--- config.mk ---
export PLATFORM = sky130hd
export DESIGN_NAME = tmavg_top
export DESIGN_NICKNAME = d
export VERILOG_FILES = /design/src/rtl/tmavg_pkg.sv /design/src/rtl/tmavg_sorter.sv /design/src/rtl/tmavg_div.sv /design/src/rtl/tmavg_top.sv
export SDC_FILE = /design/constraint.sdc
export NUM_CORES = 1
export LEC_CHECK = 0
export BUFFER_PORTS_ARGS = -buffer_cell sky130_fd_sc_hd__buf_2
export CORE_UTILIZATION = 45
export DETAILED_ROUTE_END_ITERATION = 8
export GPL_ROUTABILITY_DRIVEN = 0
export GPL_TIMING_DRIVEN = 1
export SYNTH_ARGS = -nofsm -noshare
export SYNTH_HDL_FRONTEND = slang
export SYNTH_SLANG_ARGS = --single-unit
--- constraint.sdc ---
create_clock -name clk_i -period 10.7 [get_ports clk_i]
set_input_delay 1.605 -clock clk_i [delete_from_list [all_inputs] [get_ports clk_i]]
set_output_delay 1.605 -clock clk_i [all_outputs]
set_load 0.01 [all_outputs]
--- src/rtl/tmavg_pkg.sv ---
package tmavg_pkg;
  typedef enum logic [2:0] {
    ST_IDLE, ST_REQ, ST_WAIT, ST_SORT, ST_SUM, ST_DIV, ST_DIVW, ST_DONE
  } state_t;

  function automatic int unsigned flog2(input int unsigned v);
    int unsigned r;
    r = 0;
    for (int i = 1; i < 32; i++) if ((v >> i) != 0) r = i;
    return r;
  endfunction
endpackage

--- src/rtl/tmavg_sorter.sv ---
module tmavg_sorter #(
  parameter int DEPTH  = 8,
  parameter int DATA_W = 12,
  localparam int IDX_W = $clog2(DEPTH),
  localparam int CNT_W = $clog2(DEPTH + 1)
) (
  input  logic              clk_i,
  input  logic              rst_ni,
  input  logic              wr_en_i,
  input  logic [IDX_W-1:0]  wr_idx_i,
  input  logic [DATA_W-1:0] wr_data_i,
  input  logic              go_i,
  input  logic [CNT_W-1:0]  len_i,
  input  logic [IDX_W-1:0]  rd_idx_i,
  output logic [DATA_W-1:0] rd_data_o,
  output logic              fin_o
);
  logic [DATA_W-1:0] mem [DEPTH];
  logic [IDX_W-1:0]  j_q;
  logic              active_q, swp_q;
  logic              do_swap, last_cmp;

  assign do_swap   = active_q && (mem[j_q] > mem[j_q + IDX_W'(1)]);
  assign last_cmp  = (CNT_W'(j_q) == len_i - CNT_W'(2));
  assign rd_data_o = mem[rd_idx_i];

  always_ff @(posedge clk_i) begin
    if (wr_en_i) begin
      mem[wr_idx_i] <= wr_data_i;
    end else if (do_swap) begin
      mem[j_q]              <= mem[j_q + IDX_W'(1)];
      mem[j_q + IDX_W'(1)]  <= mem[j_q];
    end
  end

  always_ff @(posedge clk_i or negedge rst_ni) begin
    if (!rst_ni) begin
      active_q <= 1'b0;
      swp_q    <= 1'b0;
      j_q      <= '0;
      fin_o    <= 1'b0;
    end else begin
      fin_o <= 1'b0;
      if (go_i) begin
        active_q <= 1'b1;
        swp_q    <= 1'b0;
        j_q      <= '0;
      end else if (active_q) begin
        if (last_cmp) begin
          j_q   <= '0;
          swp_q <= 1'b0;
          if (!(swp_q || do_swap)) begin
            active_q <= 1'b0;
            fin_o    <= 1'b1;
          end
        end else begin
          j_q   <= j_q + IDX_W'(1);
          swp_q <= swp_q | do_swap;
        end
      end
    end
  end
endmodule

--- src/rtl/tmavg_div.sv ---
module tmavg_div #(
  parameter int NUM_W = 15,
  parameter int DEN_W = 4,
  localparam int CW   = $clog2(NUM_W + 1)
) (
  input  logic             clk_i,
  input  logic             rst_ni,
  input  logic             go_i,
  input  logic [NUM_W-1:0] num_i,
  input  logic [DEN_W-1:0] den_i,
  output logic [NUM_W-1:0] quo_o,
  output logic             fin_o
);
  logic [DEN_W-1:0] rem_q;
  logic [DEN_W:0]   trial;
  logic [CW-1:0]    cnt_q;
  logic             run_q;

  assign trial = {rem_q, quo_o[NUM_W-1]};

  always_ff @(posedge clk_i or negedge rst_ni) begin
    if (!rst_ni) begin
      rem_q <= '0;
      quo_o <= '0;
      cnt_q <= '0;
      run_q <= 1'b0;
      fin_o <= 1'b0;
    end else begin
      fin_o <= 1'b0;
      if (go_i) begin
        quo_o <= num_i;
        rem_q <= '0;
        cnt_q <= CW'(NUM_W);
        run_q <= 1'b1;
      end else if (run_q) begin
        if (trial >= {1'b0, den_i}) begin
          rem_q <= DEN_W'(trial - {1'b0, den_i});
          quo_o <= {quo_o[NUM_W-2:0], 1'b1};
        end else begin
          rem_q <= trial[DEN_W-1:0];
          quo_o <= {quo_o[NUM_W-2:0], 1'b0};
        end
        cnt_q <= cnt_q - CW'(1);
        if (cnt_q == CW'(1)) begin
          run_q <= 1'b0;
          fin_o <= 1'b1;
        end
      end
    end
  end
endmodule

--- src/rtl/tmavg_top.sv ---
module tmavg_top #(
  parameter int DATA_W = 12,
  parameter int MAX_N  = 8,
  localparam int IDX_W = $clog2(MAX_N),
  localparam int CNT_W = $clog2(MAX_N + 1),
  localparam int ACC_W = DATA_W + $clog2(MAX_N)
) (
  input  logic              clk_i,
  input  logic              rst_ni,
  input  logic              start_i,
  input  logic [CNT_W-1:0]  cnt_i,
  input  logic [CNT_W-1:0]  drop_i,
  output logic              busy_o,
  output logic              done_o,
  output logic              err_o,
  output logic [DATA_W-1:0] avg_o,
  output logic              soc_o,
  input  logic              eoc_i,
  input  logic [DATA_W-1:0] adc_data_i
);
  import tmavg_pkg::*;

  state_t            st_q;
  logic [CNT_W-1:0]  n_q, x_q;
  logic [IDX_W-1:0]  idx_q, sidx_q;
  logic [ACC_W-1:0]  acc_q;
  logic [DATA_W-1:0] rd_data;
  logic [ACC_W-1:0]  quo;
  logic              sort_go, sort_fin, div_go, div_fin, cfg_ok, wr_en, pow2;
  logic [CNT_W-1:0]  lo, hi, keep;

  assign cfg_ok = (cnt_i >= CNT_W'(2)) && (cnt_i <= CNT_W'(MAX_N)) && !cnt_i[0]
                  && !drop_i[0] && (drop_i < cnt_i);
  assign lo      = x_q >> 1;
  assign hi      = n_q - lo - CNT_W'(1);
  assign keep    = n_q - x_q;
  assign pow2    = ((keep & (keep - CNT_W'(1))) == '0);
  assign wr_en   = (st_q == ST_WAIT) && eoc_i;
  assign sort_go = wr_en && (CNT_W'(idx_q) == n_q - CNT_W'(1)) && (x_q != '0);
  assign div_go  = (st_q == ST_DIV) && !pow2;

  assign busy_o = (st_q != ST_IDLE);
  assign done_o = (st_q == ST_DONE);
  assign soc_o  = (st_q == ST_REQ);

  tmavg_sorter #(.DEPTH(MAX_N), .DATA_W(DATA_W)) u_sort (
    .clk_i, .rst_ni, .wr_en_i(wr_en), .wr_idx_i(idx_q), .wr_data_i(adc_data_i),
    .go_i(sort_go), .len_i(n_q), .rd_idx_i(sidx_q), .rd_data_o(rd_data),
    .fin_o(sort_fin)
  );

  tmavg_div #(.NUM_W(ACC_W), .DEN_W(CNT_W)) u_div (
    .clk_i, .rst_ni, .go_i(div_go), .num_i(acc_q), .den_i(keep),
    .quo_o(quo), .fin_o(div_fin)
  );

  always_ff @(posedge clk_i or negedge rst_ni) begin
    if (!rst_ni) begin
      st_q   <= ST_IDLE;
      n_q    <= '0;
      x_q    <= '0;
      idx_q  <= '0;
      sidx_q <= '0;
      acc_q  <= '0;
      avg_o  <= '0;
      err_o  <= 1'b0;
    end else begin
      unique case (st_q)
        ST_IDLE: if (start_i) begin
          if (cfg_ok) begin
            n_q   <= cnt_i;
            x_q   <= drop_i;
            idx_q <= '0;
            err_o <= 1'b0;
            st_q  <= ST_REQ;
          end else begin
            err_o <= 1'b1;
            avg_o <= '0;
            st_q  <= ST_DONE;
          end
        end
        ST_REQ: st_q <= ST_WAIT;
        ST_WAIT: if (eoc_i) begin
          if (CNT_W'(idx_q) == n_q - CNT_W'(1)) begin
            acc_q  <= '0;
            sidx_q <= IDX_W'(lo);
            st_q   <= (x_q == '0) ? ST_SUM : ST_SORT;
          end else begin
            idx_q <= idx_q + IDX_W'(1);
            st_q  <= ST_REQ;
          end
        end
        ST_SORT: if (sort_fin) st_q <= ST_SUM;
        ST_SUM: begin
          acc_q <= acc_q + ACC_W'(rd_data);
          if (CNT_W'(sidx_q) == hi) st_q <= ST_DIV;
          else sidx_q <= sidx_q + IDX_W'(1);
        end
        ST_DIV: begin
          if (pow2) begin
            avg_o <= DATA_W'(acc_q >> flog2(int'(keep)));
            st_q  <= ST_DONE;
          end else begin
            st_q <= ST_DIVW;
          end
        end
        ST_DIVW: if (div_fin) begin
          avg_o <= DATA_W'(quo);
          st_q  <= ST_DONE;
        end
        ST_DONE: st_q <= ST_IDLE;
        default: st_q <= ST_IDLE;
      endcase
    end
  end
endmodule

==> flow_summary.yaml <==
synthesis:
  ys_types: 71
  synth-seq-cells: 172
  synth_cells: 1004
  yosys.area.top_type_share_pct: 23.9
  yosysSeqAreaShare_pct: 39.7
  synth_area_leaders: "edfxtp_1 24%, dfrtp_1 16%, mux4_2 13%"
  synthArstFlopShare_pct: 44.2
  syn_nets: 1077
  synth_edf_count: 96
  netlist_area_um2: 12000
  yosys.area.top_type: "edfxtp_1"
  ys_warn_count: 0
  avgSynthCellArea_um2: 12.0
  synth-main-ff-cell: "edfxtp_1"
timing:
  timing.hold.ws_ns: 0.474
  slew_violations: 0
  rsz0062_at_grt: "false"
  fin_worst_skew_ns: 0.0135
  fin_crit_sh_pct: 64.3
  tightest_slew_ns: 1.34
  finalHoldViolCount: 0
  max_slew_margin_pct: 10.1
  fmax_mhz: 145
  period_needed_ns: 6.88
  setup_viol: 0
  finalSetupTns_ns: 0
floorplanning:
  initial_utilization_pct: 46.1
  rows: 59
  die_y_um: 166
  io_pins: 40
  dieArea_um2: 27400
  dieWidth_um: 166
  coreArea_um2: 26100
clock_tree:
  cts.sinks: 172
  cts-root-buf: "clkbuf_16"
  postCtsResizedCells: 0
  numCtsBuffers: 17
  ctsHoldBuffers: 0
  path_clk_slew_ns: 0.07
  cts_max_level: 4
  cts_tree: "yes"
  cts_buffer_depth: 2
  clock_latency_ns: 0.43
  cts_setup_buffers: 0
routing:
  ant_nets: 0
  drt_iter0_drc: 725
  drcViolationCount: 2
  routedWlPerCell_um: 23.2
  vias_per_cell: 6.28
  first_pass_iters: 7
  wl_um: 31700
  num_vias: 8574
critical_path:
  cp-startpoint: "u_sort.j_q[0]"
  worstSetupPathType: "flop to flop"
  cp.required_ns: 10.73
  worstPathArrival_ns: 6.92
  crit_path_end_kind: "flop"
  r2r-start: "u_sort.j_q[0]"
  cp-start-kind: "flop"
  path_max_fanout: 31
grt:
  grt_pass1_wl_um: 50000
  antenna_found_initial: 0
  gr-usage-met1_pct: 31.7
  grt_pass1_vias: 8578
  grt_overflow: 0
  grt_max_degree: 77
  grt_util_met2_pct: 41.4
  met3_usage_pct: 4.82
  grt-busiest-layer: "met2"
  globalRouteTotalUtil_pct: 24.4
cells_and_area:
  final_nets: 1093
  syn_to_final_growth_pct: 8.82
  final_util_pct: 50.1
  stdcell_count: 1366
  layout-drive-gt1-share_pct: 21.4
  diodes: 0
run:
  drv_cap: 0
worst_hold_path:
  min_path_type: "flop to flop"
  hp-start: "u_sort.swp_q"
outcome:
  failed_checks: "design-rule violations"
  outcome: "finished, violations left"
placed_design:
  numPortBuffers: 39
  hpwl_um: 21500
  dp.cells: 1336
## critical path, cell delays in order, from the launching register on
cell     delay (ns)
dfrtp_2        0.95
buf_4          0.53
mux4_2         0.55
mux2i_1        0.62
inv_1          0.11
ha_1           0.32
and3_1         0.18
nand4_1        0.11
o21ai_0        1.04
a211o_1        0.61
mux2_2         0.42
o21ai_1        1.02
## cells by family (layout without fill, tap and decap cells)
group	Yosys count	after routing	synth area share [%]
AO/OA/AOI/OAI	194	194	10.6
XOR/XNOR	28	28	2.33
adder cells (fa/ha/maj)	49	49	5.34
buffers and inverters	103	130	3.69
flip-flops	172	172	39.7
multiplexers	267	267	30.4
AND/OR/NAND/NOR	191	191	7.87
## layer usage
layer,vias to the layer above,share of wire [%]
met5,-,0
met4,0,2.1
met3,49,6.2
met2,272,49
met1,4317,42
li1,3936,-
## sequential cells by signal (all words and copies together), names as in the netlist, 3 cells and up
signal,count
u_sort.mem,96
acc_q,15
u_div.quo_o,15
avg_o,12
n_q,4
u_div.cnt_q,4
u_div.rem_q,4
x_q,4
idx_q,3
sidx_q,3
st_q,3
u_sort.j_q,3
## cell usage in the layout, fill, tap and decap left out, drive strengths merged, types with 5 or more instances in the layout
cell,n
a31oi,8
a221o,8
edfxtp,96
a21oi,59
o21ai,45
buf,65
nand4,8
nand2,64
nand3,16
xor2,10
dfrtp,76
mux4,72
xnor2,16
mux2i,153
ha,45
a2111oi,14
a21o,11
inv,36
nor3,22
nand3b,5
nor2,33
a211oi,9
clkbuf,19
o21a,5
or3,5
nor3b,6
o21bai,8
nand2b,6
and3,9
mux2,42
## layout make-up
type                       count  area (um^2)
fill                        2342        13000
multi-input combinational    729         6820
sequential                   172         4790
clock buffer                  19          433
tap                          335          419
timing repair buffer          65          393
inverter                      35          133
clock inverter                11          119
## Yosys cell counts (all sizes together), types with 10 or more instances
cell	instances
dfrtp	76
xor2	10
a21o	11
ha	45
nand2	64
buf	28
nor2	33
mux4	72
o21ai	45
clkbuf	40
a2111oi	14
mux2i	153
xnor2	16
mux2	42
nand3	16
a21oi	59
nor3	22
edfxtp	96
inv	33
## final timing paths
kind,depth (start not counted),endpoint,slack [ns]
max,11,u_sort.mem[7][5],3.82
min,1,u_sort.fin_o,0.47
max reg2reg,11,u_sort.mem[7][5],3.82
min reg2reg,1,u_sort.fin_o,0.47
max in group asynchronous,1,sidx_q[0],8.66
min in group asynchronous,1,u_div.rem_q[1],1.34
## through the flow
step	cell area [um^2]	setup slack, ns
finish	13100	3.82
floorplan	12000	5.39
CTS	13100	3.86
global route	13100	3.30
global placement	12600	3.91
detailed placement	12600	3.88
Power is not shown: default switching activity piles up to over one toggle a cycle in this logic, so the estimate is an artifact.
